==> src/rtl/clk_ramp_pkg.sv <==
package clk_ramp_pkg;

    localparam int NUM_STEPS = 12;
    localparam int STEP_W    = 4;
    localparam int UNIT_W    = 5;

    typedef enum logic [1:0] {
        TGT_NONE = 2'd0,
        TGT_SRC  = 2'd1,
        TGT_DIVA = 2'd2,
        TGT_DIVB = 2'd3
    } tgt_e;

    typedef struct packed {
        tgt_e              tgt;
        logic [7:0]        data;
        logic [UNIT_W-1:0] units;
    } step_t;

    localparam logic [7:0] SRC_OSC     = 8'h00;
    localparam logic [7:0] SRC_PLL_ON  = 8'h34;
    localparam logic [7:0] SRC_PLL_SEL = 8'h36;
    localparam logic [7:0] DIV_SLOWEST = 8'hFF;

    // Ramp entries: steps 4..7 move diva, steps 8..11 move divb.
    // Each nibble halves its ratio (F->7->3->1); the last entry leaves
    // the low nibble at 1 so the peripheral domain keeps dividing by 2.
    function automatic step_t step_at(input logic [STEP_W-1:0] idx);
        step_t       s;
        logic [3:0]  rel;
        logic [1:0]  pos;
        logic [3:0]  nib;
        s   = '{tgt: TGT_NONE, data: 8'h00, units: '0};
        rel = idx - 4'd4;
        pos = rel[1:0];
        nib = 4'hF >> (pos + 2'd1);
        case (idx)
            4'd0: s = '{tgt: TGT_SRC,  data: SRC_PLL_ON,  units: 5'd0};
            4'd1: s = '{tgt: TGT_DIVA, data: DIV_SLOWEST, units: 5'd0};
            4'd2: s = '{tgt: TGT_DIVB, data: DIV_SLOWEST, units: 5'd4};
            4'd3: s = '{tgt: TGT_SRC,  data: SRC_PLL_SEL, units: 5'd4};
            default: begin
                if (idx < 4'(NUM_STEPS)) begin
                    s.tgt   = rel[2] ? TGT_DIVB : TGT_DIVA;
                    s.data  = (pos == 2'd3) ? 8'h01 : {nib, nib};
                    s.units = pos[1] ? 5'd16 : 5'd8;
                end
            end
        endcase
        return s;
    endfunction

endpackage

==> src/rtl/clk_ramp_dwell.sv <==
module clk_ramp_dwell #(
    parameter int CNT_W = 7
) (
    input  logic             clk,
    input  logic             rst_n,
    input  logic             load,
    input  logic [CNT_W-1:0] load_val,
    output logic             zero
);

    logic [CNT_W-1:0] cnt_d, cnt_q;

    always_comb begin
        if (load)
            cnt_d = load_val;
        else if (cnt_q != '0)
            cnt_d = cnt_q - 1'b1;
        else
            cnt_d = cnt_q;
    end

    always_ff @(posedge clk or negedge rst_n) begin
        if (!rst_n) cnt_q <= '0;
        else        cnt_q <= cnt_d;
    end

    assign zero = (cnt_q == '0);

    assert_dwell_load_R6: assert property (@(posedge clk) disable iff (!rst_n)
        load |=> (cnt_q == $past(load_val)));

    assert_dwell_floor_R6: assert property (@(posedge clk) disable iff (!rst_n)
        (!load && cnt_q == '0) |=> (cnt_q == '0));

    assert_dwell_step_R6: assert property (@(posedge clk) disable iff (!rst_n)
        (!load && cnt_q != '0) |=> (cnt_q == $past(cnt_q) - 1'b1));

endmodule

==> src/rtl/clk_ramp_step_dec.sv <==
module clk_ramp_step_dec
    import clk_ramp_pkg::*;
#(
    parameter int UNIT_CYC = 4,
    parameter int CNT_W    = 7
) (
    input  logic [STEP_W-1:0] idx,
    output tgt_e              tgt,
    output logic [7:0]        data,
    output logic [CNT_W-1:0]  dwell_cyc
);

    step_t st;

    always_comb begin
        st        = step_at(idx);
        tgt       = st.tgt;
        data      = st.data;
        dwell_cyc = CNT_W'(int'(st.units) * UNIT_CYC);
    end

endmodule

==> src/rtl/clk_ramp_seq.sv <==
module clk_ramp_seq
    import clk_ramp_pkg::*;
#(
    parameter int UNIT_CYC = 4
) (
    input  logic       clk,
    input  logic       rst_n,
    input  logic       start,
    output logic       busy,
    output logic       done,
    output logic [7:0] src_sel,
    output logic       src_wr,
    output logic [7:0] diva,
    output logic       diva_wr,
    output logic [7:0] divb,
    output logic       divb_wr
);

    localparam int MAX_UNITS = 16;
    localparam int CNT_W     = $clog2(MAX_UNITS * UNIT_CYC + 1);

    typedef struct packed {
        logic              busy;
        logic              done;
        logic [STEP_W-1:0] step;
        logic [7:0]        src;
        logic [7:0]        diva;
        logic [7:0]        divb;
        logic              src_wr;
        logic              diva_wr;
        logic              divb_wr;
    } seq_t;

    localparam seq_t SEQ_RST = '{busy: 1'b0, done: 1'b0, step: '0,
                                 src: SRC_OSC, diva: DIV_SLOWEST, divb: DIV_SLOWEST,
                                 src_wr: 1'b0, diva_wr: 1'b0, divb_wr: 1'b0};

    seq_t              seq_d, seq_q;
    logic [STEP_W-1:0] idx;
    tgt_e              dec_tgt;
    logic [7:0]        dec_data;
    logic [CNT_W-1:0]  dec_dwell;
    logic              dw_load;
    logic              dw_zero;

    assign idx = seq_q.busy ? seq_q.step : '0;

    clk_ramp_step_dec #(.UNIT_CYC(UNIT_CYC), .CNT_W(CNT_W)) u_dec (
        .idx       (idx),
        .tgt       (dec_tgt),
        .data      (dec_data),
        .dwell_cyc (dec_dwell)
    );

    clk_ramp_dwell #(.CNT_W(CNT_W)) u_dwell (
        .clk      (clk),
        .rst_n    (rst_n),
        .load     (dw_load),
        .load_val (dec_dwell),
        .zero     (dw_zero)
    );

    always_comb begin
        seq_d         = seq_q;
        seq_d.src_wr  = 1'b0;
        seq_d.diva_wr = 1'b0;
        seq_d.divb_wr = 1'b0;
        dw_load       = 1'b0;
        if (!seq_q.busy) begin
            if (start) begin
                seq_d.busy = 1'b1;
                seq_d.done = 1'b0;
                dw_load    = 1'b1;
            end
        end else if (dw_zero) begin
            if (seq_q.step == STEP_W'(NUM_STEPS)) begin
                seq_d.busy = 1'b0;
                seq_d.done = 1'b1;
            end else begin
                dw_load = 1'b1;
            end
        end
        if (dw_load) begin
            seq_d.step = idx + 1'b1;
            case (dec_tgt)
                TGT_SRC:  begin seq_d.src  = dec_data; seq_d.src_wr  = 1'b1; end
                TGT_DIVA: begin seq_d.diva = dec_data; seq_d.diva_wr = 1'b1; end
                TGT_DIVB: begin seq_d.divb = dec_data; seq_d.divb_wr = 1'b1; end
                default:  ;
            endcase
        end
    end

    always_ff @(posedge clk or negedge rst_n) begin
        if (!rst_n) seq_q <= SEQ_RST;
        else        seq_q <= seq_d;
    end

    assign busy    = seq_q.busy;
    assign done    = seq_q.done;
    assign src_sel = seq_q.src;
    assign src_wr  = seq_q.src_wr;
    assign diva    = seq_q.diva;
    assign diva_wr = seq_q.diva_wr;
    assign divb    = seq_q.divb;
    assign divb_wr = seq_q.divb_wr;

    assert_one_strobe_R7: assert property (@(posedge clk) disable iff (!rst_n)
        $onehot0({src_wr, diva_wr, divb_wr}));

    assert_wr_needs_busy_R2: assert property (@(posedge clk) disable iff (!rst_n)
        (src_wr || diva_wr || divb_wr) |-> busy);

    assert_busy_from_start_R2: assert property (@(posedge clk) disable iff (!rst_n)
        $rose(busy) |-> $past(start));

    assert_done_excl_R8: assert property (@(posedge clk) disable iff (!rst_n)
        !(busy && done));

    assert_done_hold_R8: assert property (@(posedge clk) disable iff (!rst_n)
        (done && !start) |=> done);

    assert_done_after_busy_R8: assert property (@(posedge clk) disable iff (!rst_n)
        $rose(done) |-> $past(busy));

    assert_diva_hold_R7: assert property (@(posedge clk) disable iff (!rst_n)
        diva_wr || $stable(diva));

    assert_divb_hold_R7: assert property (@(posedge clk) disable iff (!rst_n)
        divb_wr || $stable(divb));

    assert_src_hold_R7: assert property (@(posedge clk) disable iff (!rst_n)
        src_wr || $stable(src_sel));

endmodule

==> config.mk <==
export PLATFORM = sky130hd
export DESIGN_NAME = clk_ramp_seq
export DESIGN_NICKNAME = d
export VERILOG_FILES = /design/src/rtl/clk_ramp_pkg.sv /design/src/rtl/clk_ramp_dwell.sv /design/src/rtl/clk_ramp_step_dec.sv /design/src/rtl/clk_ramp_seq.sv
export SDC_FILE = /design/constraint.sdc
export NUM_CORES = 1
export LEC_CHECK = 0
export ABC_AREA = 1
export ABC_CLOCK_PERIOD_IN_PS = 2140
export BUFFER_PORTS_ARGS = -buffer_cell sky130_fd_sc_hd__buf_2
export CAP_MARGIN = 20
export CORE_MARGIN = 4
export CORE_UTILIZATION = 50
export CTS_BUF_LIST = sky130_fd_sc_hd__clkbuf_4 sky130_fd_sc_hd__clkbuf_8 sky130_fd_sc_hd__clkbuf_16
export DETAILED_ROUTE_END_ITERATION = 10
export PLACE_DENSITY = 0.75
export SLEW_MARGIN = 5
export SYNTH_ARGS = -nofsm -noshare
export SYNTH_HDL_FRONTEND = slang
export SYNTH_SLANG_ARGS = --single-unit
==> constraint.sdc <==
create_clock -name clk -period 2.14 [get_ports clk]
set_input_delay 0.321 -clock clk [delete_from_list [all_inputs] [get_ports clk]]
set_output_delay 0.321 -clock clk [all_outputs]
set_load 0.02 [all_outputs]
==> tab_implementation.tex <==
\begin{tabular}{lr}
\hline
Metric & Value \\
\hline
\multicolumn{2}{l}{\textbf{STA}} \\
\quad Peak Freq & 592 MHz \\
\quad Max-Slew Margin vs Limit & 0.475 \\
\quad Setup violations, final & 0 \\
\quad Fin Clk Skew & 0.00374 ns \\
\quad Worst hold slack across all endpoints & 0.112 ns \\
\quad Total count of hold-check failures in the final report & 0 \\
\quad Aggregate negative setup slack & 0 ns \\
\quad Final critical-path required period & 1.69 ns \\
\quad Unrepaired setup endpoints after global routing & no \\
\quad Final period util & 0.789 \\
\quad Count of final max-slew check failures & 0 \\
\quad Final Worst Setup Slack & 0.450 ns \\
\quad Transition time at the pin with the least slew margin & 0.787 ns \\
\multicolumn{2}{l}{\textbf{Synth}} \\
\quad Synth Area in Simple Gates & 0.289 \\
\quad Synth Flop Type & dfrtp\_1 \\
\quad Dominant cells by area after synthesis & dfrtp\_1, dfstp\_2, nand2\_1 \\
\quad Number of synthesized flops with an enable pin & 0 \\
\quad Number of nets in the synthesized netlist & 237 \\
\quad Post-synthesis async set-or-reset flop share & 1.00 \\
\quad Fraction of synthesized cell area taken by the top area cell type & 0.285 \\
\quad Post-synthesis sequential area ratio & 0.467 \\
\quad Number of different library cells in the post-synthesis netlist & 30 \\
\quad Area of the mapped netlist & 0.00202 mm² \\
\quad Most frequent cell after synthesis & nand2\_1 \\
\quad Synthesized flop and latch total & 37 \\
\quad Adder and majority cell fraction of the synthesized area & 0.00619 \\
\quad Dominant combinational cell family by area after synthesis & simple AND/OR/NAND/NOR gates \\
\quad Post-Synthesis Cells & 233 \\
\quad Commonest cells in the synthesized netlist & nand2\_1, buf\_4, dfrtp\_1, inv\_1 \\
\quad Syn Area/Cell & 8.67 µm² \\
\quad Portion of netlist area occupied by mux cells & 0 \\
\quad Xor and xnor fraction of the mapped netlist area & 0.0173 \\
\quad Compound-Gate Fraction of Synth Area & 0.0576 \\
\quad Leading area contributor after synthesis & dfrtp\_1 \\
\quad Yosys Warn Count & 0 \\
\multicolumn{2}{l}{\textbf{Floorplanning}} \\
\quad \# rows & 22 \\
\quad Area inside the core boundary & 0.00377 mm² \\
\quad Initial standard-cell utilization of the core & 0.536 \\
\quad DIE AREA & 0.00512 mm² \\
\quad Top-level port count & 32 \\
\quad Die Y & 71.6 µm \\
\quad Die span in x & 71.6 µm \\
\multicolumn{2}{l}{\textbf{Place}} \\
\quad Cell count after placement & 285 \\
\quad Post-DP HPWL & 2520 µm \\
\quad Port Buffers & 31 \\
\quad Global placement routability congestion & 0.815 \\
\quad Post-Place Setup Slack & 0.444 ns \\
\multicolumn{2}{l}{\textbf{Clock network}} \\
\quad Library cell used as clock root buffer & clkbuf\_8 \\
\quad CTS tree & built \\
\quad Count of buffers added by post-CTS timing repair for setup & 0 \\
\quad Clock buffers created by TritonCTS & 5 \\
\quad Maximum root-to-sink buffer count & 2 \\
\quad Clock Sinks & 37 \\
\quad Post\_cts resized & 0 \\
\quad Number of hold buffers added after cts & 0 \\
\quad Clk slew on worst S/H paths & 0.07 ns \\
\quad H-tree depth & 2 \\
\quad Clock Latency Late Sink & 0.29 ns \\
\multicolumn{2}{l}{\textbf{Detailed routing}} \\
\quad Via count normalized by instance count & 4.73 \\
\quad Post-DRT Antenna Nets & 0 \\
\quad Detailed Route WL & 3400 µm \\
\quad DR DRC count & 0 \\
\quad First drt pass iteration count & 4 \\
\quad Routed length per placed instance & 11.6 µm \\
\quad Via count & 1,385 \\
\quad Drt initial violations & 77 \\
\multicolumn{2}{l}{\textbf{Hold path}} \\
\quad Path class of the lowest-slack min-delay path & in2async \\
\multicolumn{2}{l}{\textbf{GRT}} \\
\quad Remaining Overflow, GRT & 0 \\
\quad Number of global-route vias before repair & 1,294 \\
\quad Maximum number of pins on one net before global-route repair & 38 \\
\quad Antenna violations before repair & 0 \\
\quad GR met2 Demand/Resource & 0.215 \\
\quad Global-route wire length before repair & 5950 µm \\
\quad Most Crowded Layer GR & met2 \\
\quad Global-route met3 utilization & 0.0435 \\
\quad Met1 routing resource usage after global routing & 0.207 \\
\quad All-layer global routing usage & 0.148 \\
\multicolumn{2}{l}{\textbf{Critical path}} \\
\quad Chain of cells forming the critical path & inv\_1 -> ha\_1 -> inv\_2 -> nor2\_4 -> inv\_2 -> nor2\_8 -> nand2\_4 -> nand2\_8 -> nand2\_2 -> inv\_2 -> nor2\_1 \\
\quad Crit path DAT & 1.87 ns \\
\quad Required @ worst endpoint & 2.32 ns \\
\quad Startpoint type of the worst setup path & register \\
\quad Critical path fanouts, max & 24 \\
\quad Cell seen most often among critical-path stages & inv\_2 \\
\quad Crit path max-delay cell type & dfrtp\_1 \\
\quad Kind of capture point of the worst setup path & register \\
\quad Maximum single-stage delay on the critical path & 0.39 ns \\
\quad Type of the setup path with the least slack & reg2reg \\
\multicolumn{2}{l}{\textbf{Power and ir drop}} \\
\quad Net switching power & 253 µW \\
\quad Sequential share of power & 0.587 \\
\quad Power Dens Cells & 567 mW/mm² \\
\quad Leak pwr & 0.00117 µW \\
\quad Clock network fraction of total power & 0.401 \\
\quad Logic gate share of total power & 0.012 \\
\quad Sw Share & 0.212 \\
\quad Power consumption & 1190 µW \\
\quad Worst vdd rail ir drop & 0.000349 V \\
\quad Cell Int Power & 940 µW \\
\multicolumn{2}{l}{\textbf{Final layout}} \\
\quad Inserted Diodes & 0 \\
\quad Nets@finish & 248 \\
\quad Fraction of final layout cells sized beyond drive strength 1 & 0.347 \\
\quad Layout Area Growth over Synthesis & 4.15\% \\
\quad Final std cells w/o fill & 293 \\
\multicolumn{2}{l}{\textbf{Run status}} \\
\quad Outcome & completed \\
\multicolumn{2}{l}{\textbf{Job}} \\
\quad Maximum capacitance violations & 0 \\
\hline
\end{tabular}
## cell usage in the layout (no fill, tap or decap), types with 4 or more instances in the layout
master    count
nand2_4       4
inv_2         9
o21ai_1      11
o21ai_0       4
nand2_2       6
dfstp_2      14
inv_1        20
buf_2        31
dfrtp_1      23
nand3_1      11
clkbuf_8      5
nor2_1       14
nand2_1      62
## worst max-delay path: cells and delay by family, from the launching register on
kind	cells	cell delay (ns)
buffers and inverters	4	0.32
and+or+nand+nor	6	0.61
adders and majority gates	1	0.24
DFF	1	0.39
## final cells by class
| class | count | area [µm²] |
|---|---|---|
| Inverter | 30 | 113 |
| Tap cell | 48 | 60.1 |
| Fill cell | 348 | 1670 |
| Clock buffer | 6 | 76.3 |
| Multi-Input combinational cell | 139 | 747 |
| Clock inverter | 2 | 10.0 |
| Timing Repair Buffer | 31 | 155 |
| Sequential cell | 37 | 943 |
## through the flow
| step | cell area [µm²] | utilization |
|---|---|---|
| global placement | 2020 | 0.535 |
| floorplan | 2020 | - |
| CTS | 2100 | 0.558 |
| detailed placement | 2020 | 0.535 |
| global route | 2100 | 0.558 |
| finish | 2100 | 0.558 |
## per-layer routing
metal / vias to the layer above / wire (µm)
li1: 727 / -
met1: 622 / 1660
met3: 5 / 207
met2: 31 / 1490
met4: 0 / 50
met5: - / 0
## logic make-up after synthesis
group           Yosys count
xor+xnor                  4
compound gates           20
simple gates            114
buf+inv                  57
fa+ha+maj                 1
flops                    37
## power by group through the flow
stage	Combinational (µW)	Sequential (µW)	Clock, µW
2_1_floorplan	0.00129	713	0
3_5_place_dp	15.5	713	0
3_3_place_gp	15.2	713	0
5_1_grt	17.1	700	523
4_1_cts	15.4	700	492
6_report	14.2	700	478
## sequential cells by signal, summed over array words and instances (netlist names)
| register | flops |
|---|---|
| u_dwell.cnt_q | 7 |
| src_wr | 1 |
| diva_wr | 1 |
| busy | 1 |
| divb | 7 |
| seq_q | 4 |
| done | 1 |
| divb_wr | 1 |
| src_sel | 7 |
| diva | 7 |
## final timing paths
kind | endpoint | start | slack, ns | depth (start not counted)
setup / recovery | src_sel[6] | u_dwell.cnt_q[0] | 0.45 | 11
hold / removal | u_dwell.cnt_q[1] | rst_n | 0.11 | 1
setup reg to reg | src_sel[6] | u_dwell.cnt_q[0] | 0.45 | 11
hold reg to reg | diva[0] | diva[0] | 0.46 | 2
max in group asynchronous | src_sel[0] | rst_n | 1.53 | 1
min in group clk | busy | start | 0.41 | 3
(Power assumes the default switching activity.)
